===== src/rtl/muldiv_pkg.sv =====
package muldiv_pkg;
  typedef enum logic [2:0] {
    OP_MUL  = 3'd0,
    OP_MULU = 3'd1,
    OP_DIV  = 3'd2,
    OP_DIVU = 3'd3,
    OP_MFHI = 3'd4,
    OP_MFLO = 3'd5,
    OP_MTHI = 3'd6,
    OP_MTLO = 3'd7
  } md_op_e;
endpackage


===== src/rtl/muldiv_mul.sv =====
module muldiv_mul #(
  parameter int XLEN = 32
) (
  input  logic [XLEN-1:0]   a_i,
  input  logic [XLEN-1:0]   b_i,
  input  logic              signed_i,
  output logic [2*XLEN-1:0] prod_o,
  output logic              ovf_o
);
  localparam int PW = 2 * XLEN;

  logic [PW-1:0] a_ext, b_ext;

  always_comb begin
    a_ext  = {{XLEN{signed_i & a_i[XLEN-1]}}, a_i};
    b_ext  = {{XLEN{signed_i & b_i[XLEN-1]}}, b_i};
    prod_o = a_ext * b_ext;  // truncated double-width product is exact for both forms
    ovf_o  = signed_i && (prod_o[PW-1:XLEN] != {XLEN{prod_o[XLEN-1]}});
  end
endmodule


===== src/rtl/muldiv_div.sv =====
module muldiv_div #(
  parameter int XLEN = 32
) (
  input  logic            clk_i,
  input  logic            rst_ni,
  input  logic            start_i,
  input  logic            signed_i,
  input  logic [XLEN-1:0] dvd_i,
  input  logic [XLEN-1:0] dvs_i,
  output logic            busy_o,
  output logic            last_o,
  output logic [XLEN-1:0] quo_o,
  output logic [XLEN-1:0] rem_o
);
  localparam int CW = $clog2(XLEN + 1);

  logic [XLEN-1:0] quo_q, rem_q, dvs_q;
  logic [CW-1:0]   cnt_q;
  logic            busy_q, neg_quo_q, neg_rem_q;

  logic [XLEN-1:0] dvd_mag, dvs_mag, quo_n, rem_n;
  logic [XLEN:0]   shifted, diff;

  always_comb begin
    dvd_mag = (signed_i && dvd_i[XLEN-1]) ? -dvd_i : dvd_i;
    dvs_mag = (signed_i && dvs_i[XLEN-1]) ? -dvs_i : dvs_i;
    shifted = {rem_q, quo_q[XLEN-1]};
    diff    = shifted - {1'b0, dvs_q};
    if (!diff[XLEN]) begin
      rem_n = diff[XLEN-1:0];
      quo_n = {quo_q[XLEN-2:0], 1'b1};
    end else begin
      rem_n = shifted[XLEN-1:0];
      quo_n = {quo_q[XLEN-2:0], 1'b0};
    end
    quo_o  = neg_quo_q ? -quo_n : quo_n;
    rem_o  = neg_rem_q ? -rem_n : rem_n;
    last_o = busy_q && (cnt_q == CW'(1));
    busy_o = busy_q;
  end

  always_ff @(posedge clk_i or negedge rst_ni) begin
    if (!rst_ni) begin
      quo_q     <= '0;
      rem_q     <= '0;
      dvs_q     <= '0;
      cnt_q     <= '0;
      busy_q    <= 1'b0;
      neg_quo_q <= 1'b0;
      neg_rem_q <= 1'b0;
    end else if (start_i && !busy_q) begin
      quo_q     <= dvd_mag;
      rem_q     <= '0;
      dvs_q     <= dvs_mag;
      cnt_q     <= CW'(XLEN);
      busy_q    <= 1'b1;
      neg_quo_q <= signed_i && (dvd_i[XLEN-1] ^ dvs_i[XLEN-1]);
      neg_rem_q <= signed_i && dvd_i[XLEN-1];
    end else if (busy_q) begin
      quo_q  <= quo_n;
      rem_q  <= rem_n;
      cnt_q  <= cnt_q - CW'(1);
      busy_q <= (cnt_q != CW'(1));
    end
  end

  p_busy_count_r7: assert property (@(posedge clk_i) disable iff (!rst_ni)
    busy_q |-> (cnt_q != '0));
  p_start_load_r7: assert property (@(posedge clk_i) disable iff (!rst_ni)
    (start_i && !busy_q) |=> (busy_q && cnt_q == CW'(XLEN)));
  p_last_drop_r7: assert property (@(posedge clk_i) disable iff (!rst_ni)
    last_o |=> !busy_q);
endmodule


===== src/rtl/muldiv_hilo.sv =====
module muldiv_hilo #(
  parameter int XLEN = 32
) (
  input  logic            clk_i,
  input  logic            rst_ni,
  input  logic            cmd_valid_i,
  input  logic [2:0]      cmd_op_i,
  input  logic [XLEN-1:0] opa_i,
  input  logic [XLEN-1:0] opb_i,
  output logic [XLEN-1:0] rdata_o,
  output logic            stall_o,
  output logic            busy_o,
  output logic            div_zero_o,
  output logic            mul_ovf_o
);
  import muldiv_pkg::*;

  md_op_e              op;
  logic                acc, is_mul, is_div, dz_hit, div_start, is_mf;
  logic [2*XLEN-1:0]   prod;
  logic                prod_ovf, div_busy, div_last;
  logic [XLEN-1:0]     div_quo, div_rem;
  logic [XLEN-1:0]     hi_q, lo_q;
  logic                dz_q, ovf_q;

  always_comb begin
    op        = md_op_e'(cmd_op_i);
    acc       = cmd_valid_i && !div_busy;
    is_mul    = acc && (op == OP_MUL || op == OP_MULU);
    is_div    = acc && (op == OP_DIV || op == OP_DIVU);
    dz_hit    = is_div && (opb_i == '0);
    div_start = is_div && (opb_i != '0);
    is_mf     = cmd_valid_i && (op == OP_MFHI || op == OP_MFLO);
  end

  muldiv_mul #(.XLEN(XLEN)) i_mul (
    .a_i      (opa_i),
    .b_i      (opb_i),
    .signed_i (op == OP_MUL),
    .prod_o   (prod),
    .ovf_o    (prod_ovf)
  );

  muldiv_div #(.XLEN(XLEN)) i_div (
    .clk_i    (clk_i),
    .rst_ni   (rst_ni),
    .start_i  (div_start),
    .signed_i (op == OP_DIV),
    .dvd_i    (opa_i),
    .dvs_i    (opb_i),
    .busy_o   (div_busy),
    .last_o   (div_last),
    .quo_o    (div_quo),
    .rem_o    (div_rem)
  );

  always_ff @(posedge clk_i or negedge rst_ni) begin
    if (!rst_ni) begin
      hi_q  <= '0;
      lo_q  <= '0;
      dz_q  <= 1'b0;
      ovf_q <= 1'b0;
    end else begin
      dz_q  <= dz_hit;
      ovf_q <= is_mul && prod_ovf;
      if (div_last) begin
        hi_q <= div_rem;
        lo_q <= div_quo;
      end else if (is_mul) begin
        hi_q <= prod[2*XLEN-1:XLEN];
        lo_q <= prod[XLEN-1:0];
      end else if (acc && op == OP_MTHI) begin
        hi_q <= opa_i;
      end else if (acc && op == OP_MTLO) begin
        lo_q <= opa_i;
      end
    end
  end

  always_comb begin
    rdata_o = '0;
    if (cmd_valid_i && op == OP_MFHI) rdata_o = hi_q;
    else if (cmd_valid_i && op == OP_MFLO) rdata_o = lo_q;
    stall_o    = is_mf && div_busy;
    busy_o     = div_busy;
    div_zero_o = dz_q;
    mul_ovf_o  = ovf_q;
  end

  p_ignore_busy_r8: assert property (@(posedge clk_i) disable iff (!rst_ni)
    (div_busy && !div_last) |=> ($stable(hi_q) && $stable(lo_q)));
  p_dz_hold_r6: assert property (@(posedge clk_i) disable iff (!rst_ni)
    div_zero_o |-> ($stable(hi_q) && $stable(lo_q) && !busy_o));
  p_dz_pulse_r6: assert property (@(posedge clk_i) disable iff (!rst_ni)
    (div_zero_o && !(cmd_valid_i && cmd_op_i == 3'd2) && !(cmd_valid_i && cmd_op_i == 3'd3)) |=> !div_zero_o);
  p_no_overflow_r3: assert property (@(posedge clk_i) disable iff (!rst_ni)
    mul_ovf_o |-> $past(cmd_valid_i && cmd_op_i == 3'd0));
  p_ovf_sign_r3: assert property (@(posedge clk_i) disable iff (!rst_ni)
    mul_ovf_o |-> (hi_q != {XLEN{lo_q[XLEN-1]}}));
endmodule


===== config.mk =====
export PLATFORM = sky130hd
export DESIGN_NAME = muldiv_hilo
export DESIGN_NICKNAME = d
export VERILOG_FILES = /design/src/rtl/muldiv_pkg.sv /design/src/rtl/muldiv_mul.sv /design/src/rtl/muldiv_div.sv /design/src/rtl/muldiv_hilo.sv
export SDC_FILE = /design/constraint.sdc
export NUM_CORES = 2
export LEC_CHECK = 0
export BUFFER_PORTS_ARGS = -buffer_cell sky130_fd_sc_hd__buf_4
export CAP_MARGIN = 20
export CORE_UTILIZATION = 35
export CTS_CLUSTER_DIAMETER = 60
export DETAILED_ROUTE_END_ITERATION = 16
export GPL_TIMING_DRIVEN = 0
export HOLD_SLACK_MARGIN = 0.03
export SETUP_SLACK_MARGIN = 0.3
export SLEW_MARGIN = 20
export SYNTH_ARGS = -nofsm -noshare
export SYNTH_HDL_FRONTEND = slang
export SYNTH_SLANG_ARGS = --single-unit

===== constraint.sdc =====
create_clock -name clk_i -period 5.9 [get_ports clk_i]
set_input_delay 0.885 -clock clk_i [delete_from_list [all_inputs] [get_ports clk_i]]
set_output_delay 0.885 -clock clk_i [all_outputs]
set_load 0.01 [all_outputs]

==> run_results.csv <==
group,metric,value,unit
outcome,status,"complete, but fails checks",
outcome,violations,"setup timing",
yosys,synth_area_per_cell,8.65,µm²
global_routing,grt_start_max_net_pins,85,
global_routing,antenna_found_initial,22,
setup_path,worst_path_largest_cell_delay,0.71,ns
placement,portBuffers,63,
route,first_pass_iters,6,
route,ant_nets,0,
timing,finalWorstSetupSlack,-3.92,ns
yosys,syn_nets,7408,
setup_path,endpoint_kind,"flop",
setup_path,critPathBufInv,10,
layout,fin_area,61000,µm²
route,vias_per_cell,5.48,
placement,dp_hpwl,176000,µm
route,drcViolationCount,0,
layout,ff_latch_area,4280,µm²
setup_path,r2r_slack,-0.82,ns
yosys,synth_enable_flop_cells,0,
floorplanning,ios,106,
layout,layout_commonest_cell,"inv_1",
floorplanning,start_util,35.3,%
timing,hold_viol_final,0,
timing,min_period,9.82,ns
timing,finalSetupViolations,54,
yosys,ys_seq_area_share,8.30,%
yosys,synth-simple-area-share,16.1,%
yosys,synth_seq_cells,171,
yosys,async_flop_share,100,%
timing,finalClockSkew,0.0157,ns
global_routing,grt_overflow_total,0,
yosys,synth_cell_type_count,90,
placement,place.gp.congestion,1.01,
clock_tree,cts_buffers,17,
global_routing,grt_pass1_vias,45500,
yosys,syn_inst,5961,
clock_tree,cts_hold_buf,0,
setup_path,rr_endpoint,"lo_q[30]$_DFFE_PN0P_",
route,wl_per_cell,26.5,µm
placement,dpl_cell_area,56000,µm²
timing,slew_headroom,27.1,%
flow_run,drv_cap,0,
setup_path,path_delay_family,"adder cells",
setup_path,crit_path_max_fanout,8,
floorplanning,die_w,386,µm
route,routed_wl,216000,µm
setup_path,critPathKind,"input port to flop",
layout,multi_input_area,43700,µm²
floorplanning,core_area,146000,µm²
layout,nNetsFinal,7655,
layout,drive_above_1_share,14.9,%
setup_path,worst-path-stages,34,
route,first_iter_violations,4790,
floorplanning,num_rows,140,
route,vias,44600,
floorplanning,die_y,386,µm
worst_hold_path,hold_class,"input port to asynchronous set/reset pin",
yosys,synth-main-ff-cell,"dfrtp_1",
timing,whs,0.214,ns
yosys,synth_xor_area_share,3.74,%
layout,final_cells,8143,
layout,fillers,14400,
floorplanning,dieArea,149000,µm²
clock_tree,clk_pin_slew,0.07,ns
yosys,synth.mux.area_fraction,1.32,%
yosys,synth_top_family_by_area,"adder cells",
yosys,ys.warnings.count,0,
layout,area_growth,18.4,%
setup_path,crit_slowest_cell,"fa_2",
setup_path,start_kind,"input port",
clock_tree,h-tree-depth,4,
global_routing,grt_pass1_wl,310000,µm
timing,finalCritPeriodShare,166,%
timing,fmax,102,MHz
setup_path,ff2ff_path_depth,26,
timing,slew_viol_final,0,
layout,mostFrequentLayoutCells,"inv_1, fa_1, nand2_1",
clock_tree,numClockSinks,171,
global_routing,globalRouteTotalUtil,29.0,%
timing,worstMarginPinSlew,1.09,ns
setup_path,crit_path_start,"cmd_op_i[0]",
setup_path,r2r-start,"i_div.quo_q[31]$_DFFE_PN0P_",
clock_tree,clock_latency,0.46,ns
placement,post-place-cells,7943,
clock_tree,cts_root_buffer,"clkbuf_16",
setup_path,worstPathArrival,10.10,ns
clock_tree,cts.path.max_buffers,2,
clock_tree,cts_tree,"built",
timing,tns,-121.14,ns
setup_path,crit_top_cell,"fa_2",
setup_path,cp.required,6.18,ns
yosys,syn_area,51500,µm²
yosys,synth_compound_area_share,9.10,%
yosys,synth-adder-area-share,49.8,%
timing,rsz0062_at_grt,"true",
## per-stage QoR
step	util [%]	worst slack [ns]
floorplan	-	-3.32
global placement	38.3	-6.47
detailed placement	38.4	-6.48
CTS	40.7	-3.91
global route	41.8	-3.96
finish	41.8	-3.92
## how the worst max path moves through the flow
stage / endpoint / slack [ns]
floorplan: mul_ovf_o$_DFF_PN0_ / -3.32
global placement: mul_ovf_o$_DFF_PN0_ / -6.47
detailed placement: mul_ovf_o$_DFF_PN0_ / -6.48
CTS: mul_ovf_o$_DFF_PN0_ / -3.91
global route: mul_ovf_o$_DFF_PN0_ / -3.96
finish: mul_ovf_o$_DFF_PN0_ / -3.92
## cells in the mapped netlist (all sizes together), types with 17 or more instances
master | number | area share (%)
o21ai | 218 | 2.1
mux2i | 63 | 1.2
and2 | 298 | 3.6
o221ai | 24 | 0.41
and3 | 36 | 0.44
nand3 | 63 | 0.61
inv | 1196 | 8.7
fa | 1126 | 44
or3 | 20 | 0.25
o21a | 18 | 0.26
xnor2 | 122 | 2.1
o211ai | 71 | 1.0
nor2 | 212 | 1.6
a31oi | 21 | 0.25
buf | 88 | 0.71
ha | 251 | 6.1
clkbuf | 295 | 2.1
nand2 | 1013 | 7.4
nand4 | 23 | 0.28
a21oi | 155 | 1.5
o31ai | 21 | 0.35
dfrtp | 171 | 8.3
nor4 | 29 | 0.35
nor3 | 49 | 0.48
o22ai | 17 | 0.21
a21o | 46 | 0.67
a211oi | 25 | 0.38
nand2b | 19 | 0.23
xor2 | 98 | 1.7
## metal layers
metal	share of wire, %	vias to the layer above	GRT usage, %	wire length (µm)
met4	5.9	22	14.2	12700
met3	11	509	8.65	24100
met1	38	23100	37.3	83000
met2	44	2310	44.4	96100
li1	-	18700	-	-
met5	0.067	-	0	144
## cell families after synthesis
logic type / after synthesis
AND/OR/NAND/NOR: 1826
flip-flops: 171
XOR/XNOR: 220
buffers and inverters: 1579
adder cells (fa/ha/maj): 1377
multiplexers: 67
AO/OA/AOI/OAI: 721
## worst reg2reg max path, cell delays in order, from the launching register on
cell and delay [ns]:
dfrtp_1 0.53, inv_1 0.11, ha_1 0.16, inv_1 0.06, fa_1 0.43, a211oi_1 0.34
o211ai_1 0.26, a22oi_2 0.36, nor3_1 0.14, or2_1 0.24, buf_6 0.14, o31ai_4 0.35
nor2_8 0.13, inv_4 0.11, buf_2 0.25, buf_2 0.36, ha_1 0.24, nand2_1 0.07
or2_2 0.29, nand2b_1 0.23, or2_2 0.32, clkbuf_1 0.16, or3_1 0.35, or3_1 0.34
o21ai_0 0.22, xor2_1 0.30, o21ai_1 0.11
## cell type report
type	count	area share [%]
timing repair buffer	229	3.46
tap	1917	3.93
multi-input combinational	4211	71.7
inverter	1196	7.43
buffer	382	5.54
sequential	171	7.01
clock buffer	21	0.755
clock inverter	9	0.148
antenna	7	0.0287
## registers in the layout (all words and copies together), names as in the netlist
name and cells:
mul_ovf_o 1, i_div.dvs_q 32, div_zero_o 1, i_div.rem_q 32, i_div.busy_o 1, i_div.cnt_q 6, i_div.neg_quo_q 1, hi_q 32
i_div.quo_q 32, i_div.neg_rem_q 1, lo_q 32
## what timing repair did
| item | CTS | global route |
|---|---|---|
| endpoints found under the hold margin | 0 | 0 |
| buffers inserted | 84 | 79 |
| cloned | 0 | 1 |
| setup endpoints to repair | 59 | 58 |
| pin swaps | 163 | 140 |
| gates resized for setup | 551 | 261 |
Power is left out: the tool's default activity adds up to more than one toggle a clock period on the data nets, which glitch-free logic cannot reach.
